===== config.mk =====
export PLATFORM = sky130hd
export DESIGN_NAME = subblock_prio_splitter
export DESIGN_NICKNAME = d
export VERILOG_FILES = /design/src/rtl/csb_pkg.sv /design/src/rtl/csb_mshr.sv /design/src/rtl/csb_pick.sv /design/src/rtl/csb_retpath.sv /design/src/rtl/subblock_prio_splitter.sv
export SDC_FILE = /design/constraint.sdc
export NUM_CORES = 1
export LEC_CHECK = 0
export ABC_AREA = 0
export BUFFER_PORTS_ARGS = -buffer_cell sky130_fd_sc_hd__buf_2
export CAP_MARGIN = 20
export CORE_MARGIN = 2
export CORE_UTILIZATION = 61
export CTS_BUF_LIST = sky130_fd_sc_hd__clkbuf_4
export DETAILED_ROUTE_END_ITERATION = 12
export MAX_ROUTING_LAYER = met4
export PLACE_DENSITY = 0.93
export RECOVER_POWER = 50
export REMOVE_ABC_BUFFERS = 1
export SYNTH_ARGS = -nofsm -noshare
export SYNTH_HDL_FRONTEND = slang
export SYNTH_HIERARCHICAL = 1
export SYNTH_SLANG_ARGS = --single-unit

===== constraint.sdc =====
create_clock -name clk -period 5.3 [get_ports clk]
set_input_delay 0.265 -clock clk [delete_from_list [all_inputs] [get_ports clk]]
set_output_delay 0.265 -clock clk [all_outputs]
set_load 0.02 [all_outputs]

===== src/rtl/csb_pkg.sv =====
package csb_pkg;

  // Index of the sub-block that contains a byte offset within the line.
  function automatic int sub_of_offset(int byte_off, int sub_bytes);
    return byte_off / sub_bytes;
  endfunction

  // Position of the least significant set bit (0 when none is set).
  function automatic int lowest_set(logic [31:0] vec);
    for (int k = 0; k < 32; k++) begin
      if (vec[k]) return k;
    end
    return 0;
  endfunction

endpackage


===== src/rtl/csb_mshr.sv =====
module csb_mshr #(
  parameter int LINE_AW = 26,
  parameter int ENTRIES = 4,
  parameter int NSUB    = 4,
  localparam int ENT_W  = $clog2(ENTRIES),
  localparam int SUB_W  = $clog2(NSUB)
) (
  input  logic                              clk,
  input  logic                              rst_n,
  input  logic [LINE_AW-1:0]                lookup_line,
  input  logic                              alloc_en,
  input  logic [SUB_W-1:0]                  alloc_sub,
  input  logic                              merge_en,
  input  logic [ENT_W-1:0]                  merge_idx,
  input  logic [SUB_W-1:0]                  merge_sub,
  input  logic                              issue_en,
  input  logic [ENT_W-1:0]                  issue_idx,
  input  logic [SUB_W-1:0]                  issue_sub,
  input  logic                              ret_en,
  input  logic [ENT_W-1:0]                  ret_idx,
  input  logic [SUB_W-1:0]                  ret_sub,
  output logic [ENTRIES-1:0]                ent_valid,
  output logic [ENTRIES-1:0][LINE_AW-1:0]   ent_line,
  output logic [ENTRIES-1:0][NSUB-1:0]      ent_issued,
  output logic [ENTRIES-1:0][NSUB-1:0]      ent_crit,
  output logic [ENTRIES-1:0][ENTRIES-1:0]   ent_older,
  output logic                              line_hit,
  output logic [ENT_W-1:0]                  hit_idx,
  output logic                              have_free,
  output logic [ENT_W-1:0]                  free_idx
);

  logic [ENTRIES-1:0]              valid_q;
  logic [ENTRIES-1:0][LINE_AW-1:0] line_q;
  logic [ENTRIES-1:0][NSUB-1:0]    issued_q;
  logic [ENTRIES-1:0][NSUB-1:0]    crit_q;
  logic [ENTRIES-1:0][NSUB-1:0]    done_q;
  logic [ENTRIES-1:0][ENTRIES-1:0] older_q;   // older_q[a][b]: a allocated before b
  logic                            last_return;

  // Associative lookup and lowest free slot; descending scan lets the lowest index win.
  always_comb begin
    line_hit  = 1'b0;
    hit_idx   = '0;
    have_free = 1'b0;
    free_idx  = '0;
    for (int i = ENTRIES - 1; i >= 0; i--) begin
      if (valid_q[i] && line_q[i] == lookup_line) begin
        line_hit = 1'b1;
        hit_idx  = ENT_W'(i);
      end
      if (!valid_q[i]) begin
        have_free = 1'b1;
        free_idx  = ENT_W'(i);
      end
    end
  end

  assign last_return = ret_en &&
    ((done_q[ret_idx] | (NSUB'(1) << ret_sub)) == {NSUB{1'b1}});

  always_ff @(posedge clk or negedge rst_n) begin
    if (!rst_n) begin
      valid_q  <= '0;
      line_q   <= '0;
      issued_q <= '0;
      crit_q   <= '0;
      done_q   <= '0;
      older_q  <= '0;
    end else begin
      if (issue_en) issued_q[issue_idx][issue_sub] <= 1'b1;
      if (merge_en && !issued_q[merge_idx][merge_sub])
        crit_q[merge_idx][merge_sub] <= 1'b1;
      if (ret_en) begin
        done_q[ret_idx][ret_sub] <= 1'b1;
        if (last_return) valid_q[ret_idx] <= 1'b0;
      end
      if (alloc_en) begin
        valid_q[free_idx]  <= 1'b1;
        line_q[free_idx]   <= lookup_line;
        issued_q[free_idx] <= '0;
        done_q[free_idx]   <= '0;
        crit_q[free_idx]   <= NSUB'(1) << alloc_sub;
        for (int j = 0; j < ENTRIES; j++) older_q[j][free_idx] <= 1'b1;
        older_q[free_idx] <= '0;
      end
    end
  end

  assign ent_valid  = valid_q;
  assign ent_line   = line_q;
  assign ent_issued = issued_q;
  assign ent_crit   = crit_q;
  assign ent_older  = older_q;

endmodule


===== src/rtl/csb_pick.sv =====
module csb_pick #(
  parameter int ENTRIES = 4,
  parameter int NSUB    = 4,
  localparam int ENT_W  = $clog2(ENTRIES),
  localparam int SUB_W  = $clog2(NSUB)
) (
  input  logic [ENTRIES-1:0]              ent_valid,
  input  logic [ENTRIES-1:0][NSUB-1:0]    ent_issued,
  input  logic [ENTRIES-1:0][NSUB-1:0]    ent_crit,
  input  logic [ENTRIES-1:0][ENTRIES-1:0] ent_older,
  output logic                            pick_valid,
  output logic [ENT_W-1:0]                pick_idx,
  output logic [SUB_W-1:0]                pick_sub,
  output logic                            pick_crit
);
  import csb_pkg::*;

  logic [ENTRIES-1:0][NSUB-1:0] pend;
  logic [ENTRIES-1:0][NSUB-1:0] crit_pend;
  logic [ENTRIES-1:0]           cand;
  logic [ENTRIES-1:0]           win;
  logic                         any_crit;
  logic [NSUB-1:0]              mask;

  assign any_crit = |crit_pend;

  for (genvar i = 0; i < ENTRIES; i++) begin : g_ent
    logic oldest;
    assign pend[i]      = ent_valid[i] ? ~ent_issued[i] : '0;
    assign crit_pend[i] = pend[i] & ent_crit[i];
    assign cand[i]      = any_crit ? |crit_pend[i] : |pend[i];
    always_comb begin
      oldest = cand[i];
      for (int j = 0; j < ENTRIES; j++) begin
        if (j != i && cand[j] && ent_older[j][i]) oldest = 1'b0;
      end
    end
    assign win[i] = oldest;
  end

  always_comb begin
    pick_idx = '0;
    for (int i = ENTRIES - 1; i >= 0; i--) begin
      if (win[i]) pick_idx = ENT_W'(i);
    end
    mask     = any_crit ? crit_pend[pick_idx] : pend[pick_idx];
    pick_sub = SUB_W'(lowest_set(32'(mask)));
  end

  assign pick_valid = |cand;
  assign pick_crit  = any_crit;

endmodule


===== src/rtl/csb_retpath.sv =====
module csb_retpath #(
  parameter int LINE_AW = 26,
  parameter int SUB_W   = 2,
  parameter int DATA_W  = 128
) (
  input  logic               clk,
  input  logic               rst_n,
  input  logic               ret_en,
  input  logic [LINE_AW-1:0] ret_line,
  input  logic [SUB_W-1:0]   ret_sub,
  input  logic [DATA_W-1:0]  ret_data,
  output logic               out_valid,
  output logic [LINE_AW-1:0] out_line,
  output logic [SUB_W-1:0]   out_sub,
  output logic [DATA_W-1:0]  out_data
);

  always_ff @(posedge clk or negedge rst_n) begin
    if (!rst_n) begin
      out_valid <= 1'b0;
      out_line  <= '0;
      out_sub   <= '0;
      out_data  <= '0;
    end else begin
      out_valid <= ret_en;
      if (ret_en) begin
        out_line <= ret_line;
        out_sub  <= ret_sub;
        out_data <= ret_data;
      end
    end
  end

endmodule


===== src/rtl/subblock_prio_splitter.sv =====
module subblock_prio_splitter #(
  parameter int LINE_AW    = 26,
  parameter int LINE_BYTES = 64,
  parameter int SUB_BYTES  = 16,
  parameter int ENTRIES    = 4,
  localparam int NSUB      = LINE_BYTES / SUB_BYTES,
  localparam int OFF_W     = $clog2(LINE_BYTES),
  localparam int SUB_W     = $clog2(NSUB),
  localparam int ENT_W     = $clog2(ENTRIES),
  localparam int TAG_W     = ENT_W + SUB_W,
  localparam int DATA_W    = SUB_BYTES * 8
) (
  input  logic               clk,
  input  logic               rst_n,
  input  logic               miss_valid,
  output logic               miss_ready,
  input  logic [LINE_AW-1:0] miss_line,
  input  logic [OFF_W-1:0]   miss_off,
  output logic               req_valid,
  input  logic               req_ready,
  output logic [LINE_AW-1:0] req_line,
  output logic [SUB_W-1:0]   req_sub,
  output logic               req_crit,
  output logic [TAG_W-1:0]   req_tag,
  input  logic               ret_valid,
  input  logic [TAG_W-1:0]   ret_tag,
  input  logic [DATA_W-1:0]  ret_data,
  output logic               out_valid,
  output logic [LINE_AW-1:0] out_line,
  output logic [SUB_W-1:0]   out_sub,
  output logic [DATA_W-1:0]  out_data
);
  import csb_pkg::*;

  // Named internal events, also observed by the bound checker.
  logic [ENTRIES-1:0]              ent_valid;
  logic [ENTRIES-1:0][LINE_AW-1:0] ent_line;
  logic [ENTRIES-1:0][NSUB-1:0]    ent_issued;
  logic [ENTRIES-1:0][NSUB-1:0]    ent_crit;
  logic [ENTRIES-1:0][ENTRIES-1:0] ent_older;
  logic                            line_hit;
  logic [ENT_W-1:0]                hit_idx;
  logic                            have_free;
  logic [ENT_W-1:0]                free_idx;
  logic [SUB_W-1:0]                miss_sub;
  logic                            alloc_ev;
  logic                            merge_ev;
  logic                            issue_ev;
  logic                            pick_valid;
  logic [ENT_W-1:0]                pick_idx;
  logic [SUB_W-1:0]                pick_sub;
  logic                            pick_crit;
  logic [ENT_W-1:0]                ret_idx;
  logic [SUB_W-1:0]                ret_sub;

  assign miss_sub   = SUB_W'(sub_of_offset(32'(miss_off), SUB_BYTES));
  assign miss_ready = line_hit || have_free;
  assign merge_ev   = miss_valid && line_hit;
  assign alloc_ev   = miss_valid && !line_hit && have_free;
  assign issue_ev   = pick_valid && req_ready;
  assign ret_idx    = ret_tag[TAG_W-1:SUB_W];
  assign ret_sub    = ret_tag[SUB_W-1:0];

  csb_mshr #(.LINE_AW(LINE_AW), .ENTRIES(ENTRIES), .NSUB(NSUB)) mshr_i (
    .clk        (clk),
    .rst_n      (rst_n),
    .lookup_line(miss_line),
    .alloc_en   (alloc_ev),
    .alloc_sub  (miss_sub),
    .merge_en   (merge_ev),
    .merge_idx  (hit_idx),
    .merge_sub  (miss_sub),
    .issue_en   (issue_ev),
    .issue_idx  (pick_idx),
    .issue_sub  (pick_sub),
    .ret_en     (ret_valid),
    .ret_idx    (ret_idx),
    .ret_sub    (ret_sub),
    .ent_valid  (ent_valid),
    .ent_line   (ent_line),
    .ent_issued (ent_issued),
    .ent_crit   (ent_crit),
    .ent_older  (ent_older),
    .line_hit   (line_hit),
    .hit_idx    (hit_idx),
    .have_free  (have_free),
    .free_idx   (free_idx)
  );

  csb_pick #(.ENTRIES(ENTRIES), .NSUB(NSUB)) pick_i (
    .ent_valid (ent_valid),
    .ent_issued(ent_issued),
    .ent_crit  (ent_crit),
    .ent_older (ent_older),
    .pick_valid(pick_valid),
    .pick_idx  (pick_idx),
    .pick_sub  (pick_sub),
    .pick_crit (pick_crit)
  );

  assign req_valid = pick_valid;
  assign req_line  = ent_line[pick_idx];
  assign req_sub   = pick_sub;
  assign req_crit  = pick_crit;
  assign req_tag   = {pick_idx, pick_sub};

  csb_retpath #(.LINE_AW(LINE_AW), .SUB_W(SUB_W), .DATA_W(DATA_W)) ret_i (
    .clk      (clk),
    .rst_n    (rst_n),
    .ret_en   (ret_valid),
    .ret_line (ent_line[ret_idx]),
    .ret_sub  (ret_sub),
    .ret_data (ret_data),
    .out_valid(out_valid),
    .out_line (out_line),
    .out_sub  (out_sub),
    .out_data (out_data)
  );

endmodule


# Yosys cells after proc, flatten, opt, wreduce, memory -nomap -nowiden
# Cells that the tools add are included.
# Widths: inputs -> output; s select.
[word_totals]
register_bits = 329
mem_bits_rw = 0
mem_bits_ro = 0
latch_bits = 0
n_memories = 0
in_bits = 169
elab_cells = 216
[op_classes]
div = 0
mul = 0
n_bitwise = 23
magnitude_cmp = 14
n_reduce_logical = 42
shift = 2
add_sub_neg = 0
n_mux = 105
n_eq_ne = 5
[ops]
columns = ["operator", "n"]
rows = [
  ["$bmux 26 s2", 2],
  ["$bwmux 104", 1],
  ["$eq 26x26->1", 4],
  ["$mux 16", 6],
  ["$mux 26", 3],
  ["$mux 4", 16],
  ["$demux 26 s2", 1],
  ["$and 16x16->16", 3],
  ["$or 16x16->16", 3],
  ["$mux 1", 43],
  ["$mux 2", 18],
  ["$reduce_or 4->1", 9],
  ["$bmux 4 s2", 4],
  ["$demux 4 s2", 4],
  ["$logic_and 1x1->1", 29],
  ["$or 4x4->4", 6],
  ["$lt 2x3->1 const B", 7],
  ["$and 4x4->4", 5],
  ["$not 4->4", 5],
  ["$bwmux 16", 1],
  ["$not 16->16", 1],
  ["$reduce_or 16->1", 1],
  ["$ge 2x1->1 const B", 7],
  ["$demux 1 s2", 5],
  ["5 further kinds", 7],
]

# Depth between registers and ports, before layout
[logic_depth]
depth_word = 34
depth_mapped = 16
ltp_nobuf = 14

# Hierarchy
# Netlist, hierarchy kept.
[by_module_without_submodules]
columns = ["module", "area_per_inst_um2", "cells_per_inst", "instances"]
rows = [
  ["csb_mshr", 8251.7, 807, 1],
  ["csb_retpath", 5870.6, 330, 1],
  ["subblock_prio_splitter", 1391.3, 70, 1],
  ["csb_pick", 1019.7, 146, 1],
]

# Worst setup path after synthesis
# No wires, ideal clock.
[synth_path]
path_kind = "register to register"
startpoint = "reg mshr_i.crit_q, in the netlist mshr_i/ent_crit[7]"
endpoint = "reg mshr_i.issued_q, in the netlist mshr_i/ent_issued[13]"
t_arrival_ns = 3.760
setup_slack_ns = 1.408
setup_time_ns = 0.132
path_stages_with_launch = 16
path_cell_list = "dfrtp_1 -> nor2b_1 -> o41a_1 -> buf_6 -> a22o_1 -> a221o_1 -> a221o_1 -> a211oi_4 -> a211oi_1 -> a32oi_1 -> o2bb2ai_1 -> and3_1 -> inv_1 -> and3_1 -> a31oi_1 -> nor2_1"
[synth_between]
elab_chain_cells = 32
word_cells_on_any_way = 75
classes_between = "4 x order compare; 50 x mux; 3 x bitwise; 18 x reduce/logical"
[synth_rtl]
columns = ["element", "line", "rtl"]
rows = [
  ["start, declared", "csb_mshr.sv:36", "logic [ENTRIES-1:0][NSUB-1:0] crit_q;"],
  ["start signal, assigned by index", "csb_mshr.sv:83", "crit_q[free_idx] <= NSUB'(1) << alloc_sub;"],
  ["$and 4x4->4 *", "csb_pick.sv:30", "assign crit_pend[i] = pend[i] & ent_crit[i];"],
  ["$reduce_or 16->1", "csb_pick.sv:25", "assign any_crit = |crit_pend;"],
  ["$mux 1", "csb_pick.sv:31", "assign cand[i] = any_crit ? |crit_pend[i] : |pend[i];"],
  ["$logic_and 1x1->1", "csb_pick.sv:35", "if (j != i && cand[j] && ent_older[j][i]) oldest = 1'b0;"],
  ["$mux 1 (3 in series)", "csb_pick.sv:35", ""],
  ["$mux 2 (3 in series)", "csb_pick.sv:44", "if (win[i]) pick_idx = ENT_W'(i);"],
  ["$mux 2 *", "csb_pick.sv:44", ""],
  ["net req_tag[3]", "subblock_prio_splitter.sv:24", "output logic [TAG_W-1:0] req_tag,"],
  ["[11 not listed]", "--", ""],
  ["net req_sub[1]", "subblock_prio_splitter.sv:22", "output logic [SUB_W-1:0] req_sub,"],
  ["[2 not listed]", "--", ""],
  ["$mux 1 (implied by the code)", "csb_mshr.sv:71", "if (issue_en) issued_q[issue_idx][issue_sub] <= 1'b1;"],
  ["$demux 1 s2 *", "--", ""],
  ["$mux 4 (implied by the code) *", "csb_mshr.sv:71", ""],
  ["$demux 4 s2 *", "--", ""],
  ["$or 16x16->16 (no line) *", "--", ""],
  ["$mux 16 *", "csb_mshr.sv:71", ""],
  ["$and 16x16->16 (no line)", "--", ""],
  ["$mux 16 *", "csb_mshr.sv:78", "if (alloc_en) begin"],
  ["end signal, assigned", "csb_mshr.sv:66", "issued_q <= '0;"],
  ["end signal, assigned by index", "csb_mshr.sv:71", ""],
  ["end signal, assigned by index", "csb_mshr.sv:81", "issued_q[free_idx] <= '0;"],
  ["end, declared", "csb_mshr.sv:35", "logic [ENTRIES-1:0][NSUB-1:0] issued_q;"],
]
# Mark *: on every way through the listed nets, which the timed path passes. The rest lies on a longest branch. The select of a mux whose other input is x is not followed.
# A chain may end at the register's enable or synchronous reset.

# Worst setup path after layout
[layout_path]
startpoint = "reg mshr_i.crit_q, in the netlist mshr_i/ent_crit[7]"
endpoint = "out req_line[3]"
[layout_between]
elab_chain_cells = 13
word_cells_on_any_way = 37
classes_between = "22 x mux; 1 x bitwise; 14 x reduce/logical"
[layout_rtl]
columns = ["element", "line", "rtl"]
rows = [
  ["$and 4x4->4 *", "csb_pick.sv:30", ""],
  ["$reduce_or 16->1", "csb_pick.sv:25", ""],
  ["$mux 1", "csb_pick.sv:31", ""],
  ["$logic_and 1x1->1", "csb_pick.sv:35", ""],
  ["$mux 1 (3 in series)", "csb_pick.sv:35", ""],
  ["$mux 2 (3 in series)", "csb_pick.sv:44", ""],
  ["$mux 2 *", "csb_pick.sv:44", ""],
  ["$bmux 26 s2 *", "subblock_prio_splitter.sv:102", "assign req_line = ent_line[pick_idx];"],
  ["$mux 26 (implied by the code) *", "subblock_prio_splitter.sv:102", ""],
  ["end, declared", "subblock_prio_splitter.sv:21", "output logic [LINE_AW-1:0] req_line,"],
]
# Every way passes the cells marked *; elsewhere a longest branch is shown, timed or not. The select of a mux whose other input is x is not followed.

==> metrics.md <==
| Metric | Value |
|---|---|
| Critical path cell sequence | nor2b_1 -> o41a_1 -> a222oi_1 -> o211ai_2 -> o21ai_2 -> nand2_1 -> inv_2 -> buf_12 -> mux4_1 -> buf_2 |
| Critical setup path kind | flip-flop to primary output |
| Routed wire per std cell | 26.9 um |
| Worst hold stages | 4 |
| CP max stage delay | 0.69 ns |
| Antenna violations before repair | 4 |
| CTS sink count | 325 |
| Top delay family on crit path | compound AO/OA/AOI/OAI gates |
| Layout cell share with drive strength beyond 1 | 34.0% |
| Crit. Startpoint | mshr_i/ent_crit[7]$_DFF_PN0_ |
| Most frequent cells in the layout | 325 x dfrtp_1, 245 x buf_2, 198 x nand2_1 |
| Mean Syn Cell Area | 12.2 um^2 |
| Worst-path fanout max | 19 |
| Area grow syn2layout | 25.9% |
| Clock Latency Late Sink | 0.80 ns |
| Initial DRC count | 2,401 |
| CTS Root Cell | clkbuf_4 |
| Worst R2R Setup Slack | 0.67 ns |
| Die area | 0.0282 mm^2 |
| Core Region | 0.0267 mm^2 |
| Worst path slowest cell | mux4_1 |
| TritonRoute pass-1 iters | 6 |
| Post-Syn Instances | 1,344 |
| Worst slew pin tran | 4.23 ns |
| Worst Hold Path EP | mshr_i/ent_valid[0]$_DFF_PN0_ |
| Number of port buffers | 356 |
| Synthesized area | 0.0164 mm^2 |
| Failing checks | max-capacitance violations, max-slew violations |
| Num CTS Buffers | 84 |
| Critical path launch point type | flip-flop |
| Reg2reg path depth | 9 |
| Period utilization | 96.8% |
| Starting density of the core | 61.6% |
| Worst Hold Launch | miss_valid |
| Post-DR vias/cell | 6.64 |
| Cell Pwr Density | 797 mW/mm^2 |
| Io pins | 361 |
| Clk slew on worst S/H paths | 0.07 ns |
| Peak supply drop | 0.936 mV |
| Worst r2r src | mshr_i/ent_line[63]$_DFFE_PN0P_ |
| # DRC | 0 |
| Run status | complete, but fails checks |
| Unrepaired setup endpoints after global routing | false |
| Critical path buffers and inverters | 3 |
| H-tree depth | 3 |
| Fmax | 0.195 GHz |
| P_leak | 9.19 nW |
| Die W | 168 um |
| Placed cell count | 1,964 |
| GRT Util Overall | 44.4% |
| Max cap viols | 3 |
| GRT Residual Overflow | 0 |
| Num rows | 60 |
| Setup-failing EPs final | 0 |
| Setup bufs post-CTS | 0 |
| Largest net degree at the start of global routing | 173 |
| Non-filler instance count after layout | 2,274 |
| Fin nets | 2,039 |
| Max clock buf depth | 3 |
| Final hold viol count | 0 |
| Vias | 15,100 |
| GPL Wtd Cong | 0.940 |
| Routed WL | 61,200 um |
| Path type of the worst min-delay path | input pin to flip-flop |
| Crit path required time | 5.04 ns |
| Slew Limit Fails | 439 |
| CP endpoint kind | primary output |
| Antenna Nets Post-Route | 0 |
| Most common cell after layout, fill and taps aside | dfrtp_1 |
| First-pass GRT wire length | 91,400 um |
| Worst Skew | 0.122 ns |
| Vias in the first global route | 15,600 |
| Power, Total | 16.5 mW |
| Setup_tns | 0 ns |
| Arr. time, crit path | 4.86 ns |
| Fin crit period | 5.13 ns |
| CTS tree | done |
| Yosys warning count | 6 |
| Slew headroom | -182% |
| Reg2reg end | mshr_i/ent_crit[13]$_DFF_PN0_ |
| Hpwl dp | 30,600 um |
| DIE HEIGHT | 168 um |
## what timing repair did
item | CTS | global route
hold endpoints to repair | 343 | 0
hold buffers | 161 | 0
gates resized for setup | 0 | 1
endpoints found under the setup margin | 0 | 1
## power breakdown
part / total, mW / switching [mW] / internal, mW
sequential: 4.31 / 1.01 / 3.29
clock: 2.34 / 1.18 / 1.16
combinational: 9.82 / 6.02 / 3.79
## layout make-up
class,count,area [um^2]
multi-input combinational,914,7570
antenna,6,15.0
inverter,12,45.0
fill,1474,6000
timing repair buffer,533,3380
clock inverter,20,149
clock buffer,123,923
tap,341,427
sequential,325,8130
## state kept, by name (all words and copies together), names as in the netlist, named ones only
name	cells
mshr_i/done_q	16
ret_i/out_data	128
mshr_i/ent_valid	4
ret_i/out_sub	2
mshr_i/ent_line	104
mshr_i/ent_older	4
mshr_i/ent_crit	16
ret_i/out_line	26
ret_i/out_valid	1
mshr_i/ent_issued	16
## worst max-delay path by stage
stage	to	slack (ns)	depth (start not counted)
CTS	req_line[3]	0.29	11
global placement	req_line[3]	1.08	11
detailed placement	req_line[3]	1.08	11
floorplan	mshr_i/ent_issued[12]$_DFF_PN0_	0.55	13
global route	req_line[3]	0.05	10
finish	req_line[3]	0.17	10
## worst min-delay path, cell delays in order
cell and delay, ns:
buf_2 0.13, and3b_1 0.24, nor2_1 0.12, a31oi_1 0.05
## layer usage
metal	vias to the layer above	global-route usage (%)	wire length (um)
met3	524	13.5	7460
met4	0	36.0	5740
li1	5895	-	-
met1	7152	47.2	19300
met5	-	-	0
met2	1533	68.8	28600
## per-stage QoR
step | setup slack (ns) | hold WS [ns] | area [um^2] | util (%)
CTS | 0.291 | 0.0971 | 20800 | 78.1
global placement | 1.08 | 0.338 | 18100 | 68.0
detailed placement | 1.08 | 0.345 | 18100 | 68.0
finish | 0.171 | 0.149 | 20600 | 77.5
floorplan | 0.554 | -0.0306 | 15700 | -
global route | 0.0521 | 0.124 | 20600 | 77.5
No activity file was read; power rests on OpenSTA's default activity.
